[config.mk]
export PLATFORM = sky130hd
export DESIGN_NAME = ctx_stack
export DESIGN_NICKNAME = d
export VERILOG_FILES = /design/src/rtl/ctx_stack_pkg.sv /design/src/rtl/ctx_lifo.sv /design/src/rtl/ctx_vector.sv /design/src/rtl/ctx_restore.sv /design/src/rtl/ctx_stack.sv
export SDC_FILE = /design/constraint.sdc
export NUM_CORES = 1
export LEC_CHECK = 0
export BUFFER_PORTS_ARGS = -buffer_cell sky130_fd_sc_hd__buf_2
export CORE_MARGIN = 2
export CORE_UTILIZATION = 45
export DETAILED_ROUTE_END_ITERATION = 7
export GPL_TIMING_DRIVEN = 0
export SYNTH_ARGS = -nofsm -noshare
export SYNTH_HDL_FRONTEND = slang
export SYNTH_SLANG_ARGS = --single-unit
[constraint.sdc]
create_clock -name clk -period 10.2 [get_ports clk]
set_clock_uncertainty 0.15 [all_clocks]
set_input_delay 2.04 -clock clk [delete_from_list [all_inputs] [get_ports clk]]
set_output_delay 2.04 -clock clk [all_outputs]
set_load 0.1 [all_outputs]
[src/rtl/ctx_stack_pkg.sv]
package ctx_stack_pkg;
   typedef enum logic [1:0] {
      GIE_KEEP  = 2'd0,
      GIE_SAVED = 2'd1,
      GIE_SET   = 2'd2,
      GIE_CLEAR = 2'd3
   } gie_mode_e;
endpackage

[src/rtl/ctx_lifo.sv]
module ctx_lifo #(
   parameter int DEPTH = 12,
   parameter int W     = 23
) (
   input  logic         clk,
   input  logic         rst_n,
   input  logic         push,
   input  logic         pop,
   input  logic [W-1:0] wdata,
   output logic [W-1:0] rdata,
   output logic         full,
   output logic         empty
);
   localparam int PW = $clog2(DEPTH + 1);
   localparam int IW = (DEPTH > 1) ? $clog2(DEPTH) : 1;

   logic [W-1:0]  mem [DEPTH];
   logic [PW-1:0] cnt;
   logic [IW-1:0] wr_idx;
   logic [IW-1:0] top_idx;

   assign wr_idx  = cnt[IW-1:0];
   assign top_idx = IW'(cnt - PW'(1));
   assign full    = (cnt == PW'(DEPTH));
   assign empty   = (cnt == '0);
   assign rdata   = empty ? '0 : mem[top_idx];

   always_ff @(posedge clk) begin
      if (!rst_n) begin
         cnt <= '0;
      end else if (push && !full) begin
         cnt <= cnt + PW'(1);
      end else if (pop && !empty) begin
         cnt <= cnt - PW'(1);
      end
   end

   always_ff @(posedge clk) begin
      if (push && !full) mem[wr_idx] <= wdata;
   end

   // occupancy never exceeds the configured depth
   p_count_bound_r1: assert property (@(posedge clk) disable iff (!rst_n)
      cnt <= PW'(DEPTH));

   // occupancy moves by at most one level per cycle
   p_count_step_r1: assert property (@(posedge clk) disable iff (!rst_n)
      (cnt == $past(cnt)) || (cnt == $past(cnt) + PW'(1)) || (cnt == $past(cnt) - PW'(1)));

   // the controller never asks for a save and a removal together
   p_no_dual_r11: assert property (@(posedge clk) disable iff (!rst_n)
      !(push && pop));
endmodule

[src/rtl/ctx_vector.sv]
module ctx_vector #(
   parameter int AW   = 16,
   parameter int IBRW = 8,
   parameter int VW   = 6
) (
   input  logic [IBRW-1:0] base,
   input  logic [VW-1:0]   vec,
   output logic [AW-1:0]   target
);
   localparam int PADW = AW - IBRW - VW;

   generate
      if (PADW < 0) begin : g_bad
         $error("ctx_vector: base and vector do not fit the address width");
      end else if (PADW == 0) begin : g_tight
         assign target = {base, vec};
      end else begin : g_pad
         assign target = {base, {PADW{1'b0}}, vec};
      end
   endgenerate
endmodule

[src/rtl/ctx_restore.sv]
module ctx_restore
   import ctx_stack_pkg::*;
#(
   parameter int FW = 4,
   parameter int BW = 2
) (
   input  logic [1:0]    mode,
   input  logic          restore,
   input  logic          cur_gie,
   input  logic [FW-1:0] cur_flags,
   input  logic [BW-1:0] cur_bank,
   input  logic          saved_gie,
   input  logic [FW-1:0] saved_flags,
   input  logic [BW-1:0] saved_bank,
   output logic          gie,
   output logic [FW-1:0] flags,
   output logic [BW-1:0] bank
);
   always_comb begin
      unique case (gie_mode_e'(mode))
         GIE_KEEP:  gie = cur_gie;
         GIE_SAVED: gie = saved_gie;
         GIE_SET:   gie = 1'b1;
         GIE_CLEAR: gie = 1'b0;
         default:   gie = cur_gie;
      endcase
   end

   assign flags = restore ? saved_flags : cur_flags;
   assign bank  = restore ? saved_bank  : cur_bank;
endmodule

[src/rtl/ctx_stack.sv]
module ctx_stack #(
   parameter int DEPTH = 12,
   parameter int AW    = 16,
   parameter int IBRW  = 8,
   parameter int VW    = 6,
   parameter int FW    = 4,
   parameter int BW    = 2
) (
   input  logic            clk,
   input  logic            rst_n,
   input  logic            call_req,
   input  logic            trap_req,
   input  logic            ret_req,
   input  logic            ret_cond,
   input  logic [1:0]      ret_gie_mode,
   input  logic            ret_restore,
   input  logic [AW-1:0]   next_pc,
   input  logic [AW-1:0]   call_target,
   input  logic [VW-1:0]   trap_vec,
   input  logic            trap_clr_gie,
   input  logic            cur_gie,
   input  logic [FW-1:0]   cur_flags,
   input  logic [BW-1:0]   cur_bank,
   input  logic            ibr_we,
   input  logic [IBRW-1:0] ibr_wdata,
   output logic            pc_load_o,
   output logic [AW-1:0]   pc_new_o,
   output logic            gie_new_o,
   output logic [FW-1:0]   flags_new_o,
   output logic [BW-1:0]   bank_new_o,
   output logic            ovf_o,
   output logic            unf_o
);
   localparam int EW = AW + 1 + FW + BW;

   generate
      if (DEPTH < 1) begin : g_bad_depth
         $error("ctx_stack: DEPTH must be at least 1");
      end
      if (IBRW + VW > AW) begin : g_bad_vec
         $error("ctx_stack: vector fields exceed address width");
      end
   endgenerate

   logic [IBRW-1:0] ibr_q;
   logic            any_push, push_ok, ret_take, pop_ok, full, empty;
   logic [EW-1:0]   wdata, rdata;
   logic [AW-1:0]   pop_addr, vec_target;
   logic            pop_gie, rst_gie;
   logic [FW-1:0]   pop_flags, rst_flags;
   logic [BW-1:0]   pop_bank, rst_bank;

   assign any_push = call_req | trap_req;
   assign push_ok  = any_push & ~full;
   assign ret_take = ret_req & ret_cond & ~any_push;
   assign pop_ok   = ret_take & ~empty;
   assign wdata    = {next_pc, cur_gie, cur_flags, cur_bank};

   assign pop_addr  = rdata[EW-1 -: AW];
   assign pop_gie   = rdata[FW+BW];
   assign pop_flags = rdata[BW +: FW];
   assign pop_bank  = rdata[BW-1:0];

   ctx_lifo #(.DEPTH(DEPTH), .W(EW)) lifo_i (
      .clk   (clk),
      .rst_n (rst_n),
      .push  (push_ok),
      .pop   (pop_ok),
      .wdata (wdata),
      .rdata (rdata),
      .full  (full),
      .empty (empty)
   );

   ctx_vector #(.AW(AW), .IBRW(IBRW), .VW(VW)) vector_i (
      .base   (ibr_q),
      .vec    (trap_vec),
      .target (vec_target)
   );

   ctx_restore #(.FW(FW), .BW(BW)) restore_i (
      .mode        (ret_gie_mode),
      .restore     (ret_restore),
      .cur_gie     (cur_gie),
      .cur_flags   (cur_flags),
      .cur_bank    (cur_bank),
      .saved_gie   (pop_gie),
      .saved_flags (pop_flags),
      .saved_bank  (pop_bank),
      .gie         (rst_gie),
      .flags       (rst_flags),
      .bank        (rst_bank)
   );

   always_ff @(posedge clk) begin
      if (!rst_n) ibr_q <= '0;
      else if (ibr_we) ibr_q <= ibr_wdata;
   end

   always_ff @(posedge clk) begin
      if (!rst_n) begin
         pc_load_o   <= 1'b0;
         pc_new_o    <= '0;
         gie_new_o   <= 1'b0;
         flags_new_o <= '0;
         bank_new_o  <= '0;
         ovf_o       <= 1'b0;
         unf_o       <= 1'b0;
      end else begin
         pc_load_o <= push_ok | pop_ok;
         ovf_o     <= any_push & full;
         unf_o     <= ret_take & empty;
         if (push_ok) begin
            pc_new_o    <= trap_req ? vec_target : call_target;
            gie_new_o   <= (trap_req && trap_clr_gie) ? 1'b0 : cur_gie;
            flags_new_o <= cur_flags;
            bank_new_o  <= cur_bank;
         end else if (pop_ok) begin
            pc_new_o    <= pop_addr;
            gie_new_o   <= rst_gie;
            flags_new_o <= rst_flags;
            bank_new_o  <= rst_bank;
         end
      end
   end

   // overflow only follows a save request and never comes with a load
   p_ovf_cause_r9: assert property (@(posedge clk) disable iff (!rst_n)
      ovf_o |-> ($past(call_req || trap_req) && !pc_load_o));

   // underflow only follows a taken return that lost no arbitration
   p_unf_cause_r10: assert property (@(posedge clk) disable iff (!rst_n)
      unf_o |-> ($past(ret_req && ret_cond && !call_req && !trap_req) && !pc_load_o));

   // a false condition produces neither load nor underflow
   p_cond_false_r8: assert property (@(posedge clk) disable iff (!rst_n)
      (ret_req && !ret_cond && !call_req && !trap_req) |=> (!pc_load_o && !unf_o));

   // the trap target carries the base register in its upper byte
   p_trap_base_r6: assert property (@(posedge clk) disable iff (!rst_n)
      (trap_req && !full) |=> (pc_new_o[AW-1 -: IBRW] == $past(ibr_q)));

   // set and clear modes force the interrupt enable
   p_gie_set_r4: assert property (@(posedge clk) disable iff (!rst_n)
      (pop_ok && ret_gie_mode == 2'd2) |=> gie_new_o);
   p_gie_clear_r4: assert property (@(posedge clk) disable iff (!rst_n)
      (pop_ok && ret_gie_mode == 2'd3) |=> !gie_new_o);

   // a save wins over a same-cycle return
   p_push_wins_r11: assert property (@(posedge clk) disable iff (!rst_n)
      (call_req && !trap_req && ret_req && !full) |=> (pc_load_o && pc_new_o == $past(call_target)));
endmodule

# Yosys cells after proc, flatten, opt, wreduce, memory -nomap -nowiden
# Memories as Yosys holds them, arrays and structs flattened.
# Index checks and enable logic that the tools add are counted.
[op_classes] addsub=2 muxes=18 eq_ne=4 n_reduce_logical=9 bitwise_logic=11
[op_table] op="$mux W16" n=3
[op_table] op="$mux W23" n=1
[op_table] op="$mux W4" n=5
[op_table] op="$and A1 B1 Y1" n=6
[op_table] op="$mux W2" n=3
[op_table] op="$mux W1" n=5
[op_table] op="$add A4 B1 Y4 const B" n=1
[op_table] op="$eq A2 B2 Y1 const B" n=2
[op_table] op="$eq A4 B4 Y1 const B" n=1
[op_table] op="$logic_not A4 Y1" n=1
[op_table] op="$pmux W1 S4" n=1
[op_table] op="$reduce_bool A2 Y1" n=2
[op_table] op="$sub A4 B1 Y4 const B" n=1
[op_table] op="$logic_and A1 B1 Y1" n=3
[op_table] op="$not A1 Y1" n=3
[op_table] op="$eq A2 B1 Y1 const B" n=1
[op_table] op="$logic_not A1 Y1" n=2
[op_table] op="$logic_not A2 Y1" n=1
[op_table] op="$or A1 B1 Y1" n=2
[word_totals] mem_count=1 output_inout_bits=26 ram_bits=276 regBits=38
[memory_table] memory="lifo_i.mem" words=12 word_bits=23 read_ports=1 rd_ports_with_merged_regs=0 wr=1 line_no="ctx_lifo.sv:17" rtl="logic [W-1:0] mem [DEPTH];"

# Depth between registers and ports, before layout
# Gate-level depths: netlist (run 1).
[logic_depth] word_depth=7 ltp_mapped=10 ltp_nobuf=6

# Modules after synthesis
# From an unflattened synthesis (run 1), not the netlist that was laid out.
[unflattened] hier_cells=699 hier_area_um2=12698.4
[by_module_without_submodules] mod="ctx_lifo" area_each_um2=10791.6 instances=1 cells_per_inst=504 seq_area_each_um2=8368.0
[by_module_without_submodules] mod="ctx_stack" area_each_um2=1665.3 instances=1 cells_per_inst=168 seq_area_each_um2=680.7
[by_module_without_submodules] mod="ctx_vector" area_each_um2=123.9 instances=1 cells_per_inst=17 seq_area_each_um2=0.0
[by_module_without_submodules] mod="ctx_restore" area_each_um2=117.6 instances=1 cells_per_inst=10 seq_area_each_um2=0.0

# Worst setup path before layout (run 1)
# No wires, ideal clock.
[synth_timing] path_kind="input -> register" from="input port trap_req" to="memory lifo_i.mem[3][0] (enable)" arrival_time_ns=4.195 stages=4 setup_time_ns=0.432 slack_ns=5.423 cell_sequence="buf_2 or2_2 nand3_1 nor3_1"
[synth_between] elab_chain_cells=5
[synth_rtl] element="start: declaration" line_no="ctx_stack.sv:12" rtl="input logic trap_req,"
[synth_rtl] element="$or A1 B1 Y1" line_no="ctx_stack.sv:53" rtl="assign any_push = call_req | trap_req;"
[synth_rtl] element="$and A1 B1 Y1" line_no="ctx_stack.sv:54" rtl="assign push_ok = any_push & ~full;"
[synth_rtl] element="$logic_and A1 B1 Y1" line_no="ctx_lifo.sv:39" rtl="if (push && !full) mem[wr_idx] <= wdata;"
[synth_rtl] element="$mux W1" line_no="ctx_lifo.sv:39"
[synth_rtl] element="$mux W1 (implied by the code)" line_no="ctx_lifo.sv:39"
[synth_rtl] element="end: declaration" line_no="ctx_lifo.sv:17"
# Every way passes these cells.

# Worst setup path after layout (run 1)
[layout_timing] from="input port trap_req" to="register pc_new_o[9]"
[layout_between] elab_chain_cells=5 elab_cells_between_ends=8 classes_between="mux (2); bitwise (5); reduce/logical (1)"
[layout_rtl] element="$or A1 B1 Y1" line_no="ctx_stack.sv:53"
[layout_rtl] element="$not A1 Y1" line_no="ctx_stack.sv:55" rtl="assign ret_take = ret_req & ret_cond & ~any_push;"
[layout_rtl] element="$and A1 B1 Y1" line_no="ctx_stack.sv:55"
[layout_rtl] element="$and A1 B1 Y1" line_no="ctx_stack.sv:56" rtl="assign pop_ok = ret_take & ~empty;"
[layout_rtl] element="$reduce_bool A2 Y1 (no source line)"
[layout_rtl] element="end signal: assignment" line_no="ctx_stack.sv:114" rtl="pc_new_o <= trap_req ? vec_target : call_target;"
[layout_rtl] element="end signal: assignment" line_no="ctx_stack.sv:119" rtl="pc_new_o <= pop_addr;"
[layout_rtl] element="end: declaration" line_no="ctx_stack.sv:27" rtl="output logic [AW-1:0] pc_new_o,"
# Parallel ways exist; a longest one is shown, timed or not.
# A chain may end at the register's enable or synchronous reset.

==> impl_metrics.tcl, run 1 <==
set metrics [dict create \
    core_sq_um 27700 \
    critPathMostFrequentCell "buf_2" \
    hold_violations 0 \
    ff2ff_path_depth 10 \
    power_frac_comb_pct 16.5 \
    ys_seq_area_share_pct 71.7 \
    power.density_nw_per_um2 218 \
    cts_tree "yes" \
    startpoint "trap_req" \
    critPathSlowestCell "buf_1" \
    synthCells 686 \
    clk_latency_ps 560 \
    cap_violations 0 \
    cp_cell_sequence "buf_2 -> buf_2 -> buf_1 -> mux2i_1 -> nor3_1 -> o21ai_0 -> o221ai_2" \
    drc 0 \
    endpoint "pc_new_o[9]" \
    drt-pass1-iter-count 5 \
    root_buffer "clkbuf_16" \
    synth_area_sq_um 12600 \
    fin_util_pct 54.1 \
    clock.fmax_mhz 248 \
    clk_pin_slew_worst_paths_ps 60 \
    ys_seq_elements 314 \
    cts_resized 0 \
    gr-usage-all-layers_pct 21.6 \
    critPathLaunchType "primary input" \
    critPathKind "primary input to flip-flop" \
    via_per_inst 5.77 \
    fillers 2174 \
    port_buffers 88 \
    drt_iter0_drc 785 \
    die_area_sq_um 29400 \
    start_util_pct 45.5 \
    grt_pass1_vias 7293 \
    final_cell_mix "276 x edfxtp_1, 104 x buf_2, 68 x mux2i_1" \
    die_x_um 171 \
    post_drt_wl_per_cell_um 25.2 \
    routed_wl_mm 30.8 \
    seqCellArea_sq_um 9050 \
    max_slew.worst_pin.slew_ps 1110 \
    path_max_fanout 10 \
    r2r_end "lifo_i.mem[2][10]" \
    rows 61 \
    syn_nets 755 \
    crit_path_end_kind "flip-flop" \
    yosysWarnings 0 \
    cts-hold-fix-buffers 0 \
    async_reset_ff_share_pct 0 \
    ys_top_cells_by_area "edfxtp_1 66%, mux4_2 11%, dfxtp_1 6.0%, mux2i_1 5.4%, o221a_2 1.3%" \
    critical_path_arrival_ps 4300 \
    clkPwrFrac_pct 38.3 \
    ys_types 51 \
    synth_edf_count 276 \
    ir_drop_uv 113 \
    drive_above_1_share_pct 33.0 \
    fp.dieH_um 171 \
    finalMaxSlewViolations 0 \
    grt_first_pass_wirelength_mm 46.2 \
    r2r_start "lifo_i.cnt[0]" \
    min_path_type "flip-flop to flip-flop" \
    postRouteAntennaNets 0 \
    outcome "finished clean" \
    place_hpwl_mm 20.6 \
    clkSinkCount 314 \
    slowest_delay_ps 870 \
    final_common_cell "edfxtp_1" \
    worstPathRequired_ps 10480 \
    grt_setup_unrepaired "no" \
    seqPwrFrac_pct 45.2 \
    grt_max_degree 24 \
    p_int_w 0.00244 \
    cts_buffers 31 \
    gr-total-overflow 0 \
    netSwitchingPower_w 0.000823 \
    synth_top_area_share_pct 65.7 \
    p_leak_nw 5.24 \
    post-route-period-util_pct 39.5 \
    yosysTopAreaCell "edfxtp_1" \
    post-cts-setup-buffers 0 \
    place_congestion 0.889 \
    total_power_w 0.00326 \
    r2r_setup_slack_ps 6250 \
    slew-limit-headroom_pct 25.9 \
    final.setup.tns_ps 0 \
    io_pins 90 \
    num_vias 7071 \
    clock_path_buffers 3 \
    synth_area_per_cell_sq_um 18.4 \
    h-tree-depth 1 \
    synthToLayoutAreaGrowth_pct 18.9 \
    synth_flop_cell "edfxtp_1" \
    multi_input_area_sq_um 3350 \
    p_sw_share_pct 25.2 \
    antenna_found_initial 3 \
    num-nets-final 890 \
    post-route-min-period_ps 4030 \
    setup_viol 0 \
]
## worst max-delay path, delay by kind of cell
kind	cells	cell delay, ps
buf+inv	3	1350
compound gates	2	460
mux	1	360
simple gates	1	80
## per-stage QoR
step / setup WS, ps / hold WS [ps] / cells / instance area [sq um]
after floorplan: 5420 / 310 / 686 / 12600
after global placement: 2890 / 323 / 1152 / 13500
after detailed placement: 5700 / 339 / 1166 / 13800
after CTS: 6190 / 354 / 1224 / 15000
after global routing: 6000 / 394 / 1224 / 15000
final: 6170 / 345 / 1225 / 15000
## area by class of cell
| class | count | area share [%] |
|---|---|---|
| clock buffers | 42 | 6.07 |
| repair buffers | 102 | 4.53 |
| diodes | 1 | 0.0167 |
| well taps | 378 | 3.15 |
| flip-flops and latches | 314 | 60.3 |
| multi-input cells | 312 | 22.3 |
| clock inverters | 16 | 1.60 |
| inverters | 18 | 0.450 |
| plain buffers | 42 | 1.53 |
## per-layer routing
metal | global-route usage [%] | part of all wire [%]
met1 | 30.5 | 43
met2 | 35.2 | 48
met3 | 3.27 | 6.6
met4 | 6.41 | 2.5
met5 | 0 | 0.023
## Yosys cell counts (2+ instances only)
cell type,number
buf_6,4
a31oi_1,8
edfxtp_1,276
buf_1,3
a21boi_0,2
o21ai_0,23
o221ai_1,11
o221a_2,15
o22ai_1,2
nand2b_1,3
o221ai_2,2
nand4_1,4
mux2i_1,68
clkbuf_1,13
o31ai_1,2
a221oi_1,2
nor3_1,19
a211o_1,6
nand2_1,12
inv_1,17
ha_1,5
a21oi_1,12
nand3_1,6
nor2_1,25
dfxtp_1,38
buf_2,16
and3_1,2
buf_4,6
mux4_2,61
a211oi_1,2
## sequential cells by signal, indices dropped and copies added (netlist names)
register	count
lifo_i.mem	276
pc_new_o	16
ibr_q	8
flags_new_o	4
lifo_i.cnt	4
bank_new_o	2
gie_new_o	1
ovf_o	1
pc_load_o	1
unf_o	1
## how the worst min path moves through the flow
stage / from / endpoint / slack [ps] / depth (start not counted)
after CTS: ibr_q[6] / ibr_q[6] / 350 / 2
after global placement: ibr_q[0] / ibr_q[0] / 320 / 2
after floorplan: ibr_q[0] / ibr_q[0] / 310 / 2
after global routing: ibr_q[6] / ibr_q[6] / 390 / 2
final: ibr_q[6] / ibr_q[6] / 350 / 2
after detailed placement: ibr_q[6] / ibr_q[6] / 340 / 2
## cell families after synthesis
logic type	synth area share (%)
DFF	71.7
muxes	16.4
AOI/OAI and AO/OA	5.62
and+or+nand+nor	3.25
buffers and inverters	2.36
adders and majority gates	0.496
xor gates and xnor gates	0.139
## power by group through the flow
stage,clock [W],sequential [W],combinational (W)
6_report,0.00125,0.00148,0.000537
5_1_grt,0.00132,0.00148,0.000572
4_1_cts,0.00127,0.00148,0.000541
3_5_place_dp,0,0.00150,0.000539
3_3_place_gp,0,0.00151,0.000511
2_1_floorplan,0,0.00155,0.000305
Power figures use the tool's default switching activity.
==> run 2, diff against run 1 <==
==> constraint.sdc (replaced) <==
create_clock -name clk -period 3.8 [get_ports clk]
set_clock_uncertainty 0.15 [all_clocks]
set_input_delay 0.76 -clock clk [delete_from_list [all_inputs] [get_ports clk]]
set_output_delay 0.76 -clock clk [all_outputs]
set_load 0.1 [all_outputs]
==> run 2 against run 1 <==
Sequential share of layout area decreased by 0.59 points. Core utilization increased by 0.53 points. Critical path type is now flip-flop to flip-flop. Clock power increased to 2.8 times the previous value. Non-clock buffer count increased by 3. First-iteration DRC count decreased by 14%. Clock-buffer cell count increased by 3. Global-route usage increased by 0.14 points. Combinational power increased to 2.8 times the previous value. Setup slack got worse by 6000 ps. Die area unchanged. Critical endpoint is now lifo_i.mem[9][5].
==> impl_metrics.tcl, run 2 (synthesis results as in run 1) <==
set metrics [dict create \
    outcome "finished clean" \
    max_slew.worst_pin.slew_ps 956 \
    worstPathRequired_ps 3770 \
    drive_above_1_share_pct 33.1 \
    busiest_layer "met2" \
    via_per_inst 5.77 \
    final_cells 1229 \
    die_x_um 171 \
    port_buffers 88 \
    rows 61 \
    h-tree-depth 2 \
    grt.met2_usage_pct 35.8 \
    post-route-period-util_pct 94.3 \
    critPathLaunchType "flip-flop" \
    post-route-min-period_ps 3580 \
    core_sq_um 27700 \
    grt_first_pass_wirelength_mm 46.1 \
    routed_wl_mm 31.2 \
    largest_reg_flops 276 \
    fp.dieH_um 171 \
    num_vias 7090 \
    post_drt_wl_per_cell_um 25.4 \
    clk_latency_ps 510 \
    final_cell_mix "276 x edfxtp_1, 102 x buf_2, 68 x mux2i_1" \
    clock_path_buffers 3 \
    min_path_type "primary input to flip-flop" \
    hold_violations 0 \
    finalMaxSlewViolations 0 \
    root_buffer "clkbuf_16" \
    fillers 2128 \
    top_register "lifo_i.mem" \
    antennaDiodeCount 0 \
    synthToLayoutAreaGrowth_pct 20.1 \
    grt_pass1_vias 7284 \
    setup_viol 0 \
    place_congestion 0.881 \
    postRouteAntennaNets 0 \
    dp_cells 1163 \
    power.density_nw_per_um2 591 \
    num-nets-final 896 \
    ir_drop_uv 244 \
    grt_max_degree 24 \
    p_leak_nw 5.29 \
    path_max_fanout 23 \
    die_area_sq_um 29400 \
    final_common_cell "edfxtp_1" \
    clkSinkCount 314 \
    place_hpwl_mm 20.8 \
    cts_tree "yes" \
    drc 0 \
    use_met3_pct 4.28 \
    total_power_w 0.00895 \
    antenna_found_initial 1 \
    cap_violations 0 \
    use_met1_pct 29.1 \
    clk_pin_slew_worst_paths_ps 60 \
    gr-total-overflow 0 \
    drt-pass1-iter-count 5 \
    largestRegisters "lifo_i.mem (276), pc_new_o (16), ibr_q (8)" \
    crit_path_end_kind "flip-flop" \
    clock.fmax_mhz 279 \
    io_pins 90 \
    cts_buffers 34 \
    critical_path_arrival_ps 3550 \
    start_util_pct 45.5 \
    grt_setup_unrepaired "no" \
    gr-usage-all-layers_pct 21.8 \
    slew-limit-headroom_pct 36.0 \
    drt_iter0_drc 672 \
    critPathKind "flip-flop to flip-flop" \
]
[run 2: changes by cell type in the layout (fill, tap and decap cells not counted), sizes merged]
cell,delta
clkinvlp,-2
inv,-1
diode,-1
buf,+1
clkinv,+2
clkbuf,+5
[run 2: per-layer routing]
| layer | part of all wire [%] | up-vias |
|---|---|---|
| li1 | - | 3087 |
| met2 | 49 | 227 |
| met5 | 0.022 | - |
| met1 | 41 | 3705 |
| met3 | 6.5 | 69 |
| met4 | 2.9 | 2 |
[run 2: repair_timing]
| action | 4_1_cts | 5_1_grt |
|---|---|---|
| endpoints found under the setup margin | 52 | 85 |
| hold buffers | 0 | 0 |
| pin swaps | 3 | 2 |
| setup buffers | 4 | 2 |
| gates resized for setup | 1 | 4 |
[run 2: area by class of cell]
cell class              count  area [sq um]  area share [%]
plain buffers              42           239            1.58
clock buffers              45           976            6.44
clock inverters            15           223            1.47
inverters                  18          67.6           0.446
multi-input cells         312          3370            22.2
flip-flops and latches    314          9050            59.7
well taps                 378           473            3.12
repair buffers            105           756            4.99
[run 2: report_power, final]
group | switching (W) | internal (W)
clock network | 0.00130 | 0.00221
registers | 0.0000490 | 0.00391
logic | 0.000910 | 0.000569
total | 0.00226 | 0.00669
[run 2: final timing paths]
kind	endpoint	startpoint	cells after the start	slack, ps
worst min register to register	ibr_q[6]	ibr_q[6]	2	350
worst min-delay path	ibr_q[6]	ibr_wdata[6]	3	340
worst max-delay path	lifo_i.mem[9][5]	lifo_i.cnt[0]	8	220
worst max register to register	lifo_i.mem[9][5]	lifo_i.cnt[0]	8	220
[run 2: critical path: stages, from the launching register on]
cell	delay, ps
dfxtp_1	490
buf_6	240
inv_2	210
ha_2	310
and3_1	200
clkbuf_1	260
nor2_2	270
nand2_1	280
nor2_4	770
[run 2: metrics by stage]
stage	util [%]	hold slack, ps	setup WS, ps	TNS (ps)	area [sq um]
floorplan	-	310	236	0	12600
finish	54.7	341	215	0	15100
global route	54.7	348	34.5	0	15100
CTS	54.5	331	76.3	0	15100
detailed placement	50.0	339	-270	-4260	13900
global placement	48.9	327	-2330	-288440	13500
